## config.mk

```make
export PLATFORM = sky130hd
export DESIGN_NAME = standby_resync_ctrl
export DESIGN_NICKNAME = d
export VERILOG_FILES = /design/src/rtl/rsx_pkg.sv /design/src/rtl/rsx_fsm.sv /design/src/rtl/rsx_gate.sv /design/src/rtl/rsx_ld_ovr.sv /design/src/rtl/standby_resync_ctrl.sv
export SDC_FILE = /design/constraint.sdc
export NUM_CORES = 1
export LEC_CHECK = 0
export ABC_AREA = 1
export BUFFER_PORTS_ARGS = -buffer_cell sky130_fd_sc_hd__clkbuf_2
export CAP_MARGIN = 10
export CORE_AREA = 2 2 39 41
export DETAILED_ROUTE_END_ITERATION = 6
export DIE_AREA = 0 0 41 43
export HOLD_SLACK_MARGIN = 0.02
export SYNTH_ARGS = -nofsm -noshare
export SYNTH_HDL_FRONTEND = slang
export SYNTH_SLANG_ARGS = --single-unit
```

## constraint.sdc

```tcl
create_clock -name clk -period 1.3 [get_ports clk]
set_clock_uncertainty 0.05 [all_clocks]
set_input_delay 0.26 -clock clk [delete_from_list [all_inputs] [get_ports clk]]
set_output_delay 0.26 -clock clk [all_outputs]
set_load 0.02 [all_outputs]
```

## src/rtl/rsx_pkg.sv

```systemverilog
package rsx_pkg;

  typedef enum logic [1:0] {
    ST_STANDBY = 2'd0,
    ST_WAIT_FV = 2'd1,
    ST_RUN     = 2'd2
  } rsx_state_e;

  // Next state: the standby request wins over everything else.
  function automatic rsx_state_e f_next_state(rsx_state_e cur, logic stby, logic vco);
    if (stby) return ST_STANDBY;
    case (cur)
      ST_STANDBY: return ST_WAIT_FV;
      ST_WAIT_FV: return vco ? ST_RUN : ST_WAIT_FV;
      ST_RUN:     return ST_RUN;
      default:    return ST_STANDBY;
    endcase
  endfunction

  // Resync event: first VCO pulse while waiting, not overridden by standby.
  function automatic logic f_resync_hit(rsx_state_e cur, logic stby, logic vco);
    return (cur == ST_WAIT_FV) && vco && !stby;
  endfunction

endpackage

```

## src/rtl/rsx_fsm.sv

```systemverilog
module rsx_fsm
  import rsx_pkg::*;
(
  input  logic       clk,
  input  logic       rst_n,
  input  logic       stby_req,
  input  logic       vco_pulse,
  output rsx_state_e state_q,
  output logic       resync_hit
);

  rsx_state_e state_d;

  always_comb begin
    state_d    = f_next_state(state_q, stby_req, vco_pulse);
    resync_hit = f_resync_hit(state_q, stby_req, vco_pulse);
  end

  always_ff @(posedge clk or negedge rst_n) begin
    if (!rst_n) state_q <= ST_STANDBY;
    else        state_q <= state_d;
  end

  AST_STBY_NEXT: assert property (@(posedge clk) disable iff (!rst_n)
    stby_req |=> state_q == ST_STANDBY);
  AST_WAKE_TO_WAIT: assert property (@(posedge clk) disable iff (!rst_n)
    (state_q == ST_STANDBY && !stby_req) |=> state_q == ST_WAIT_FV);
  AST_HIT_ONE_WIDE: assert property (@(posedge clk) disable iff (!rst_n)
    resync_hit |=> !resync_hit);
  AST_HIT_TO_RUN: assert property (@(posedge clk) disable iff (!rst_n)
    resync_hit |=> state_q == ST_RUN);
  AST_STATE_LEGAL: assert property (@(posedge clk) disable iff (!rst_n)
    state_q inside {ST_STANDBY, ST_WAIT_FV, ST_RUN});

endmodule

```

## src/rtl/rsx_gate.sv

```systemverilog
module rsx_gate
  import rsx_pkg::*;
(
  input  logic       clk,
  input  logic       rst_n,
  input  rsx_state_e state_q,
  input  logic       resync_hit,
  input  logic       ref_pulse,
  input  logic       vco_pulse,
  output logic       cnt_en,
  output logic       bias_en,
  output logic       jam_load,
  output logic       det_init,
  output logic       ref_gated,
  output logic       vco_gated,
  output logic       pd_hiz,
  output logic       dual_force_hi
);

  logic parked;
  logic pass_en;

  always_comb begin
    parked        = (state_q == ST_STANDBY);
    pass_en       = (state_q == ST_RUN);
    cnt_en        = !parked;
    bias_en       = !parked;
    pd_hiz        = parked;
    dual_force_hi = parked;
    jam_load      = resync_hit;
    det_init      = resync_hit;
    ref_gated     = pass_en && ref_pulse;
    vco_gated     = pass_en && vco_pulse;
  end

  AST_STROBE_NO_PASS: assert property (@(posedge clk) disable iff (!rst_n)
    jam_load |-> !vco_gated && !ref_gated);
  AST_STROBE_COUNTING: assert property (@(posedge clk) disable iff (!rst_n)
    jam_load |-> cnt_en);
  AST_PASS_AFTER_WAKE: assert property (@(posedge clk) disable iff (!rst_n)
    (ref_gated || vco_gated) |-> cnt_en && !pd_hiz);

endmodule

```

## src/rtl/rsx_ld_ovr.sv

```systemverilog
module rsx_ld_ovr
  import rsx_pkg::*;
(
  input  logic       clk,
  input  logic       rst_n,
  input  rsx_state_e state_q,
  input  logic       ld_en,
  output logic       ld_force,
  output logic       ld_force_level
);

  always_comb begin
    ld_force       = (state_q == ST_STANDBY);
    ld_force_level = ld_force && ld_en;
  end

  AST_LEVEL_NEEDS_FORCE: assert property (@(posedge clk) disable iff (!rst_n)
    ld_force_level |-> ld_force);

endmodule

```

## src/rtl/standby_resync_ctrl.sv

```systemverilog
module standby_resync_ctrl
  import rsx_pkg::*;
(
  input  logic clk,
  input  logic rst_n,
  input  logic stby_req,
  input  logic ld_en,
  input  logic ref_pulse,
  input  logic vco_pulse,
  output logic cnt_en,
  output logic bias_en,
  output logic jam_load,
  output logic det_init,
  output logic ref_gated,
  output logic vco_gated,
  output logic pd_hiz,
  output logic dual_force_hi,
  output logic ld_force,
  output logic ld_force_level
);

  rsx_state_e state_q;
  logic       resync_hit;

  rsx_fsm u_fsm (
    .clk        (clk),
    .rst_n      (rst_n),
    .stby_req   (stby_req),
    .vco_pulse  (vco_pulse),
    .state_q    (state_q),
    .resync_hit (resync_hit)
  );

  rsx_gate u_gate (
    .clk           (clk),
    .rst_n         (rst_n),
    .state_q       (state_q),
    .resync_hit    (resync_hit),
    .ref_pulse     (ref_pulse),
    .vco_pulse     (vco_pulse),
    .cnt_en        (cnt_en),
    .bias_en       (bias_en),
    .jam_load      (jam_load),
    .det_init      (det_init),
    .ref_gated     (ref_gated),
    .vco_gated     (vco_gated),
    .pd_hiz        (pd_hiz),
    .dual_force_hi (dual_force_hi)
  );

  rsx_ld_ovr u_ld (
    .clk            (clk),
    .rst_n          (rst_n),
    .state_q        (state_q),
    .ld_en          (ld_en),
    .ld_force       (ld_force),
    .ld_force_level (ld_force_level)
  );

  AST_PARKED_NO_COUNT: assert property (@(posedge clk) disable iff (!rst_n)
    pd_hiz |-> !cnt_en && !bias_en && dual_force_hi && ld_force);
  AST_STBY_STROBE_FREE: assert property (@(posedge clk) disable iff (!rst_n)
    ld_force |-> !jam_load && !det_init);

endmodule

```

* Word-level counts from Yosys, hierarchy flattened
Index checks and enable logic that the tools add are counted.
Storage, ports and cells: input bits 6, bits in registers 2, logic and storage cells 16, output and inout port bits 10
Cells by class: reduce and logical (&&, ||, !) cells 8, equal/unequal tests 2, muxes and demuxes 5
Operators with widths (number):
- $mux 2 | 3
- $pmux 2 s3 | 1
- $logic_and 1x1->1 | 5
- $eq 2x1->1 const B | 1
- $eq 2x2->1 const B | 1
- $logic_not 1->1 | 2
- $logic_not 2->1 | 1
- $mux 1 | 1

* Longest topological paths before layout
Gate-level depths: netlist of the first run.
word-level depth 3, gate-level depth with buffers 5

* Modules after synthesis
A second synthesis of the first run with hierarchy kept.
Unflattened totals: cell total of the unflattened synthesis 31, area, all modules 185.2 µm²
Modules (own cells, without submodules):
- rsx_fsm | cells each 13, seq. area each 50.0 µm², times used 1, area each 95.1 µm²
- rsx_gate | cells each 12, seq. area each 0.0 µm², times used 1, area each 62.6 µm²
- rsx_ld_ovr | cells each 6, seq. area each 0.0 µm², times used 1, area each 27.5 µm²

* Least setup slack after synthesis of the first run
Ideal clock, no wire load.
path type register -> output, start reg u_fsm.state_q[0], end out ld_force_level, data required time 990 ps, cell stages (with the launch flop) 4, arrival 1039 ps, setup slack -49 ps, cells stage by stage dfrtp_1 > nor2_2 > inv_2 > nor2_2
On the way: word-level cells in the longest chain between the ends 2
RTL lines:
- from (decl) | line rsx_fsm.sv:8 | output rsx_state_e state_q,
- from (signal assigned) | line rsx_fsm.sv:21 | else state_q <= state_d;
- $logic_not 2->1
- via dual_force_hi | line standby_resync_ctrl.sv:17 | output logic dual_force_hi,
- $logic_and 1x1->1 | line rsx_ld_ovr.sv:14 | ld_force_level = ld_force && ld_en;
- to (decl) | line standby_resync_ctrl.sv:19 | output logic ld_force_level
The timed path passes the listed nets, and every way through them passes these cells.

* Worst setup path in the final report of the first run
start reg u_fsm.state_q[0], end out det_init
On the way: word-level cells in the longest chain between the ends 3
RTL lines:
- $eq 2x1->1 | line rsx_pkg.sv:22 | return (cur == ST_WAIT_FV) && vco && !stby;
- $logic_and 1x1->1 (2 in series) | line rsx_pkg.sv:22
- to (decl) | line standby_resync_ctrl.sv:13 | output logic det_init,
No other way between the ends.

==> reports/qor.yml, run 1 <==
layout:
  largest_reg_flops: 2
  top_regs: "u_fsm.state_q x2"
  final_layout_size_suffix_gt1_frac: 0.5952
  top_register: "u_fsm.state_q"
  final_common_cell: "inv_1"
  final_cell_mix: "inv_1, clkbuf_8, nand2_1, clkbuf_2, clkbuf_4"
  fillers: 161
  stdcell_area_sq_um: 335.3
  syn_to_final_growth_pct: 107.8
  utilization: 0.2423
  fin_nets: 50
  diodes: 0
power_and_ir_drop:
  seqPwrFrac: 0.213
  p_int_uw: 240.5
  ir_worst_vdd_mv: 0.2852
  p_leak_uw: 0.0002077
  p_sw_uw: 115.4
  p_per_area_mw_per_mm2: 1061
  share_comb_of_total_power: 0.400
  power.share.clock: 0.386
  swShare: 0.3241
clock_network:
  clock_latency_ns: 0.22
  clock_path_buffers: 2
  clkSinkCount: 2
  numCtsBuffers: 3
  cts_tree: "yes"
  clockRootBuffer: "clkbuf_4"
  clk_pin_slew_ns: 0.03
  cts_max_level: 1
timing:
  worst_slack_ns: -0.06957
  period_needed_ns: 1.370
  final_hold_viol_count: 0
  setup_violations: 8
  worst_slew_pin_slew_ns: 0.1526
  post-route-period-util: 1.054
  finalSetupTns_ns: -0.3400
  fmax_ghz: 0.7302
  slew_headroom: 0.8983
  final-max-slew-violation-count: 0
  rsz0062_at_grt: "true"
global_route:
  grt_max_degree: 5
  antenna_found_initial: 0
  grt_pass1_wl_um: 662
  gr-total-overflow: 0
  grt_pass1_vias: 194
  grt_use_total: 0.06713
synthesis:
  syn_inst: 26
  synth.distinct_cells: 8
  synth_nets: 32
  avgSynthCellArea_sq_um: 6.208
  ys_seq_area_frac: 0.3101
  synth_top_area_share: 0.3101
  ys_seq_elements: 2
  yosys-top-cells-area: "dfrtp_1, buf_4, inv_1"
  synthesis.area_sq_um: 161.4
  synth_top_area_cell: "dfrtp_1"
  ys_warn_count: 0
worst_hold_path:
  min_path_type: "input port to register"
route:
  wl_met1_um: 136
  dr.pass1.iters: 1
  wl_met2_um: 265
  vias: 198
  wl_met3_um: 38
  drt-initial-drc-count: 0
  drc: 0
  drt_wl_total_um: 440
  drt-wirelength-per-cell_um: 7.586
  ant_nets: 0
  vias_per_cell: 3.414
  top_layer: "met3"
placement:
  dp_hpwl_um: 321
  gp_congestion: 0.6228
  io_buffer_count: 15
  placed_area_sq_um: 231.5
setup_path:
  worst-r2r-setup-slack_ns: 0.42
  crit_path_max_fanout: 3
  cp.arrival_ns: 1.06
  worstPathRequired_ns: 0.99
  path_class: "register to output port"
  cp-start-kind: "register"
  crit_path_end_kind: "output port"
run_status:
  violations: "negative setup slack"
  status: "complete, but fails checks"
die:
  core-area_sq_mm: 0.001384
  die_h_um: 43
  die_x_um: 41
  num_rows: 14
  dieArea_sq_mm: 0.001763
  io_pins: 16
  start_util: 0.1166
job:
  maxCapViolCount: 0
[metal layers]
metal	up-vias	GRT usage
met5	-	0
li1	99	-
met4	0	0.1000
met1	90	0.04153
met3	0	0.03141
met2	9	0.1031
[repair_timing]
action / 4_1_cts / 5_1_grt
pin swaps: 4 / 2
endpoints found under the hold margin: 2 / 0
hold buffers: 1 / 0
setup buffers: 1 / 0
setup endpoints to repair: 10 / 10
gates resized for setup: 14 / 5
[critical path: stages (launching register included)]
cell and delay [ns]:
dfrtp_1 0.40, nand2_1 0.09, inv_1 0.06, nand2_1 0.07, inv_2 0.08, clkbuf_8 0.14
[power by group through the flow]
stage / combinational (uW) / sequential (uW) / clock, uW
after detailed placement: 102 / 76.1 / 0
after global routing: 155 / 76.7 / 157
after global placement: 101 / 75.3 / 0
after CTS: 142 / 75.3 / 149
final: 142 / 75.9 / 138
after floorplan: 82.8 / 74.6 / 0
[cell families after synthesis]
| kind of cell | Yosys count | share of synthesized area |
|---|---|---|
| DFF | 2 | 0.3101 |
| and+or+nand+nor | 11 | 0.2945 |
| buffers and inverters | 13 | 0.3953 |
[final timing paths]
path / cells after the start / startpoint / end
hold reg to reg: 3 / u_fsm.state_q[1] / u_fsm.state_q[0]
min in group asynchronous: 2 / rst_n / u_fsm.state_q[0]
setup / recovery: 5 / u_fsm.state_q[0] / det_init
max in group asynchronous: 2 / rst_n / u_fsm.state_q[1]
hold / removal: 4 / stby_req / u_fsm.state_q[0]
setup reg to reg: 4 / u_fsm.state_q[0] / u_fsm.state_q[1]
[cells in the mapped netlist]
cell type  number
inv_1           8
nand2_1         5
buf_4           4
nor2_1          3
dfrtp_1         2
nor2_2          2
inv_2           1
nand3_1         1
[stage by stage]
step | power, uW | hold slack (ns) | worst slack (ns) | cells
6_report | 355.9 | 0.2558 | -0.06957 | 58
5_1_grt | 389.1 | 0.2758 | -0.1313 | 58
4_1_cts | 366.1 | 0.2430 | -0.1130 | 58
3_5_place_dp | 178.2 | 0.002164 | 0.1046 | 53
3_3_place_gp | 176.1 | -0.003916 | 0.1263 | 53
2_1_floorplan | 157.4 | -0.08559 | 0.04204 | 26
[area by class of cell]
type	instances	area [sq um]	share of cell area
clock buffers	3	22.52	0.06716
inverters	9	33.78	0.1007
multi-input cells	11	55.05	0.1642
flip-flops and latches	2	51.30	0.1530
well taps	16	20.02	0.05970
repair buffers	17	152.6	0.4552
(Power assumes the default switching activity.)
==> run 2, diff against run 1 <==
PLACE_DENSITY = 0.36   (was default)
==> run 2 against run 1 <==
The flow still finishes with violations (negative setup slack). Worst hold slack improved by 0.021 ns. Sequential power about the same. Critical path depth decreased by 1. Register-to-register slack got worse by 0.04 ns. Non-clock buffer count increased by 3. Global-route usage decreased by 0.29 points. Maximum frequency decreased by 0.71%. Sequential cell count unchanged.
==> reports/qor.yml, run 2 (synthesis results as in run 1) <==
die:
  num_rows: 14
  die_h_um: 43
  die_x_um: 41
  dieArea_sq_mm: 0.001763
  io_pins: 16
  start_util: 0.1166
  core-area_sq_mm: 0.001384
run_status:
  violations: "negative setup slack"
  status: "complete, but fails checks"
timing:
  period_needed_ns: 1.379
  post-route-period-util: 1.061
  fmax_ghz: 0.7249
  setup_violations: 8
  final_hold_viol_count: 0
  rsz0062_at_grt: "true"
  worst_slack_ns: -0.07943
  slew_headroom: 0.8982
  final-max-slew-violation-count: 0
  worst_slew_pin_slew_ns: 0.1527
  holdWs_ns: 0.2770
layout:
  stdcell_area_sq_um: 337.8
  top_register: "u_fsm.state_q"
  fin_nets: 53
  largest_reg_flops: 2
  fillers: 161
  syn_to_final_growth_pct: 109.3
  final_common_cell: "inv_1"
  top_regs: "u_fsm.state_q x2"
  final_cell_mix: "inv_1, buf_4, nand2_1, clkbuf_2, clkbuf_4"
  final_layout_size_suffix_gt1_frac: 0.6222
  diodes: 0
placement:
  dp_hpwl_um: 278.2
  io_buffer_count: 15
  gp_congestion: 0.5847
  placed_area_sq_um: 231.5
route:
  ant_nets: 0
  vias: 202
  drt_wl_total_um: 399
  drt-initial-drc-count: 1
  drc: 0
  vias_per_cell: 3.311
  drt-wirelength-per-cell_um: 6.541
  dr.pass1.iters: 2
clock_network:
  clock_latency_ns: 0.22
  clock_path_buffers: 2
  numCtsBuffers: 3
  cts_tree: "yes"
  cts_max_level: 1
  clkSinkCount: 2
  clockRootBuffer: "clkbuf_4"
  clk_pin_slew_ns: 0.03
setup_path:
  crit_path_max_fanout: 4
  path_class: "register to output port"
  cp.arrival_ns: 1.07
  cpMaxStageDelayCell: "dfrtp_2"
  crit_path_end_kind: "output port"
  path_cells: "nor2_4, inv_2, nor2_2, clkbuf_8"
  worstPathRequired_ns: 0.99
  cp-start-kind: "register"
  cp_slowest_stage_delay_ns: 0.43
power_and_ir_drop:
  p_leak_uw: 0.0002143
  p_per_area_mw_per_mm2: 1029
  ir_worst_vdd_mv: 0.2953
global_route:
  gr-total-overflow: 0
  grt_pass1_wl_um: 627
  antenna_found_initial: 0
  grt_use_total: 0.06426
  grt_pass1_vias: 168
  grt_max_degree: 5
job:
  maxCapViolCount: 0
worst_hold_path:
  min_path_type: "input port to register"
-- run 2: cell types whose count changed in the layout (fill, tap and decap cells not counted), sizes merged --
cell	previous run	this run
clkbuf	15	12
buf	4	10
-- run 2: final cells by class --
class                           instances  area, sq um  share of cell area
Inverter                                9        33.78              0.1000
Sequential cell                         2        51.30              0.1519
Tap cell                               16        20.02             0.05926
Timing Repair Buffer                   20        155.1              0.4593
Clock buffer                            3        22.52             0.06667
Multi-Input combinational cell         11        55.05              0.1630
-- run 2: metrics by stage --
stage / total power, uW / std cells / util / setup TNS [ns] / setup WS [ns]
2_1_floorplan: 157.4 / 26 / - / 0 / 0.04204
3_3_place_gp: 176.7 / 53 / 0.1673 / 0 / 0.09733
3_5_place_dp: 176.4 / 53 / 0.1673 / 0 / 0.1042
4_1_cts: 349.2 / 60 / 0.2342 / -0.3727 / -0.09233
5_1_grt: 391.8 / 61 / 0.2441 / -1.018 / -0.1712
6_report: 347.6 / 61 / 0.2441 / -0.2650 / -0.07943
-- run 2: metal layers --
layer / vias up / wire [um] / GRT usage
met5: - / 0 / 0
met4: 0 / 0 / 0.08000
met3: 0 / 53 / 0.06283
met2: 12 / 210 / 0.08750
met1: 82 / 135 / 0.03859
li1: 108 / - / -
-- run 2: final timing paths --
| check | cells past startpoint | to | slack, ns | start |
|---|---|---|---|---|
| setup reg to reg | 5 | u_fsm.state_q[0] | 0.38 | u_fsm.state_q[1] |
| hold / removal | 4 | u_fsm.state_q[0] | 0.28 | vco_pulse |
| min in group asynchronous | 2 | u_fsm.state_q[0] | 0.31 | rst_n |
| max in group asynchronous | 2 | u_fsm.state_q[1] | 0.78 | rst_n |
| setup / recovery | 4 | ld_force_level | -0.08 | u_fsm.state_q[1] |
| hold reg to reg | 2 | u_fsm.state_q[1] | 0.55 | u_fsm.state_q[1] |
-- run 2: worst max-delay path: cells and delay by family (launching register included) --
kind          cells  cell delay (ns)
flops             1             0.43
simple gates      2             0.22
buf+inv           2             0.19
-- run 2: repair_timing --
action / 4_1_cts / 5_1_grt
pin swaps: 1 / 1
buffers inserted: 3 / 1
endpoints found under the setup margin: 7 / 10
resized for setup: 12 / 8
hold endpoints to repair: 2 / 0
hold buffers: 1 / 0
-- run 2: power by group --
group | leakage [uW] | internal (uW) | total [uW] | switching, uW
Combinational | 0.000176 | 65.8 | 137 | 71.6
Sequential | 0.0000243 | 68.3 | 75.8 | 7.44
Clock | 0.0000138 | 102 | 134 | 32.8
Total | 0.000214 | 236 | 348 | 112
==> run 3, diff against run 2 <==
ABC_AREA = default   (was 1)
PLACE_DENSITY = 0.35   (was 0.36)
==> run 3 against run 2 <==
The flow still finishes with violations (negative setup slack). Cell area increased by 16%. Synthesized cell count decreased by 27%. Power increased by 7.4%. Routed wire length increased by 8.0%. Sequential power decreased by 6.6%. Worst setup slack got worse by 0.089 ns. Global-route usage decreased by 0.10 points. Non-clock buffer count unchanged. Highest routed layer unchanged. Sequential cell count unchanged.
==> reports/qor.yml, run 3 <==
run_status:
  status: "complete, but fails checks"
  violations: "negative setup slack"
setup_path:
  crit_path_end_kind: "output port"
  cp-start-kind: "register"
  cp.arrival_ns: 1.16
  path_class: "register to output port"
  path_cells: "or2_4, inv_4, and2_4, buf_8"
  crit_path_max_fanout: 4
  cpMaxStageDelayCell: "dfrtp_1"
  r2r-end: "u_fsm.state_q[0]"
  r2r-start: "u_fsm.state_q[0]"
  worst-r2r-setup-slack_ns: 0.31
  cp_slowest_stage_delay_ns: 0.37
  rr_worst_depth: 3
  critical_path.startpoint: "u_fsm.state_q[0]"
  worstPathRequired_ns: 0.99
  endpoint: "ld_force_level"
synthesis:
  synthSimpleGateAreaFrac: 0.3025
  synthAdderAreaFrac: 0
  synth.area.mux_share: 0
  synth_top_family_by_area: "simple AND/OR/NAND/NOR gates"
  synth_nets: 25
  synth-compound-area-share: 0.08403
  synth_top_area_share: 0.3361
  synth_top_area_cell: "dfrtp_1"
  avgSynthCellArea_sq_um: 7.836
  synth_xor_area_frac: 0
  ys_warn_count: 0
  async_flop_share: 1.000
  synth_most_common_cell: "buf_4"
  yosys-top-cells-area: "dfrtp_1, buf_4, or2_4"
  synth-edff-count: 0
  synth_flop_cell: "dfrtp_1"
  synth_commonest_cells: "buf_4, dfrtp_1, inv_1, nor2_1"
  synthesis.area_sq_um: 148.9
  synth.distinct_cells: 13
  ys_seq_area_frac: 0.3361
  ys_seq_elements: 2
  syn_inst: 19
route:
  drt-wirelength-per-cell_um: 7.981
  dr.pass1.iters: 1
  ant_nets: 0
  vias: 196
  drt-initial-drc-count: 0
  vias_per_cell: 3.630
  drc: 0
  drt_wl_total_um: 431
placement:
  dp_slack_ns: 0.02308
  gp_congestion: 0.5703
  placed_area_sq_um: 239.0
  io_buffer_count: 15
  dp_hpwl_um: 276
power_and_ir_drop:
  p_int_uw: 256.0
  p_sw_uw: 117.5
  share_comb_of_total_power: 0.450
  p_leak_uw: 0.0001939
  p_per_area_mw_per_mm2: 956.6
  ir_worst_vdd_mv: 0.2181
  power.share.clock: 0.360
  seqPwrFrac: 0.190
  swShare: 0.3145
timing:
  period_needed_ns: 1.468
  final_hold_viol_count: 0
  worst_slack_ns: -0.1683
  setup_violations: 10
  fmax_ghz: 0.6810
  finalSetupTns_ns: -1.168
  final-max-slew-violation-count: 0
  worst_slew_pin_slew_ns: 0.2105
  post-route-period-util: 1.129
  holdWs_ns: 0.2217
  rsz0062_at_grt: "true"
  slew_headroom: 0.8588
die:
  dieArea_sq_mm: 0.001763
  io_pins: 16
  start_util: 0.1076
  die_x_um: 41
  core-area_sq_mm: 0.001384
  num_rows: 14
  die_h_um: 43
clock_network:
  clock_latency_ns: 0.22
  clockRootBuffer: "clkbuf_4"
  clock_path_buffers: 2
  numCtsBuffers: 3
  clkSinkCount: 2
  cts_tree: "yes"
  clk_pin_slew_ns: 0.03
  cts_max_level: 1
layout:
  stdcell_area_sq_um: 390.4
  final_cell_mix: "clkbuf_2, clkbuf_4, clkbuf_8, buf_6"
  final_common_cell: "clkbuf_2"
  top_regs: "u_fsm.state_q x2"
  final_layout_size_suffix_gt1_frac: 0.7895
  syn_to_final_growth_pct: 162.2
  fin_nets: 46
  diodes: 0
  top_register: "u_fsm.state_q"
  ff_latch_area_sq_um: 50.05
  largest_reg_flops: 2
  utilization: 0.2821
  fillers: 149
  multi_input_area_sq_um: 101.3
global_route:
  antenna_found_initial: 0
  gr-total-overflow: 0
  grt_use_total: 0.06325
  grt_pass1_vias: 207
  grt_max_degree: 5
  grt_pass1_wl_um: 696
job:
  maxCapViolCount: 0
worst_hold_path:
  hp-start: "stby_req"
  min_path_type: "input port to register"
-- run 3: how the worst min path moves through the flow --
| stage | endpoint | cells after the start | slack, ns |
|---|---|---|---|
| floorplan | u_fsm.state_q[0] | 0 | -0.09 |
| global placement | u_fsm.state_q[1] | 1 | -0.0005 |
| detailed placement | u_fsm.state_q[1] | 1 | 0.0006 |
| CTS | u_fsm.state_q[1] | 2 | 0.22 |
| global route | u_fsm.state_q[1] | 2 | 0.24 |
| finish | u_fsm.state_q[1] | 2 | 0.22 |
-- run 3: cell families after synthesis --
logic type | after synthesis
AND/OR/NAND/NOR | 8
buffers and inverters | 7
flip-flops | 2
AO/OA/AOI/OAI | 2
-- run 3: cell type report --
| cell class | count | area share |
|---|---|---|
| Tap cell | 16 | 0.05128 |
| Timing Repair Buffer | 20 | 0.4679 |
| Multi-Input combinational cell | 10 | 0.2596 |
| Clock buffer | 3 | 0.05769 |
| Inverter | 3 | 0.03526 |
| Sequential cell | 2 | 0.1282 |
-- run 3: repair_timing --
| item | in CTS | in global routing |
|---|---|---|
| hold buffers | 1 | 0 |
| endpoints found under the hold margin | 2 | 0 |
| buffers inserted | 2 | 0 |
| endpoints found under the setup margin | 10 | 10 |
| resized for setup | 15 | 12 |
| cloned | 0 | 0 |
| pin swaps | 3 | 2 |
-- run 3: per-stage QoR --
step / total power [uW] / std cells
6_report: 373.4 / 54
4_1_cts: 376.3 / 54
5_1_grt: 398.6 / 54
3_3_place_gp: 182.5 / 48
3_5_place_dp: 181.6 / 48
2_1_floorplan: 155.2 / 19
-- run 3: routing by layer --
layer  track usage  up-vias  share of wire
li1              -       93              -
met1       0.04502       93           0.32
met2        0.1063       10           0.58
met3       0.01571        0          0.090
met4       0.08000        0              0
met5             0        -              0
-- run 3: critical path: cells and delay by family (launching register included) --
kind,cells,cell delay (ns)
buffers and inverters,2,0.16
flip-flops,1,0.37
AND/OR/NAND/NOR,2,0.40
-- run 3: power groups by stage --
stage | registers, uW | clock network [uW] | logic, uW
4_1_cts | 70.6 | 147 | 158
5_1_grt | 72.1 | 145 | 182
2_1_floorplan | 72.9 | 0 | 82.2
3_3_place_gp | 70.8 | 0 | 112
3_5_place_dp | 70.7 | 0 | 111
6_report | 70.8 | 135 | 168
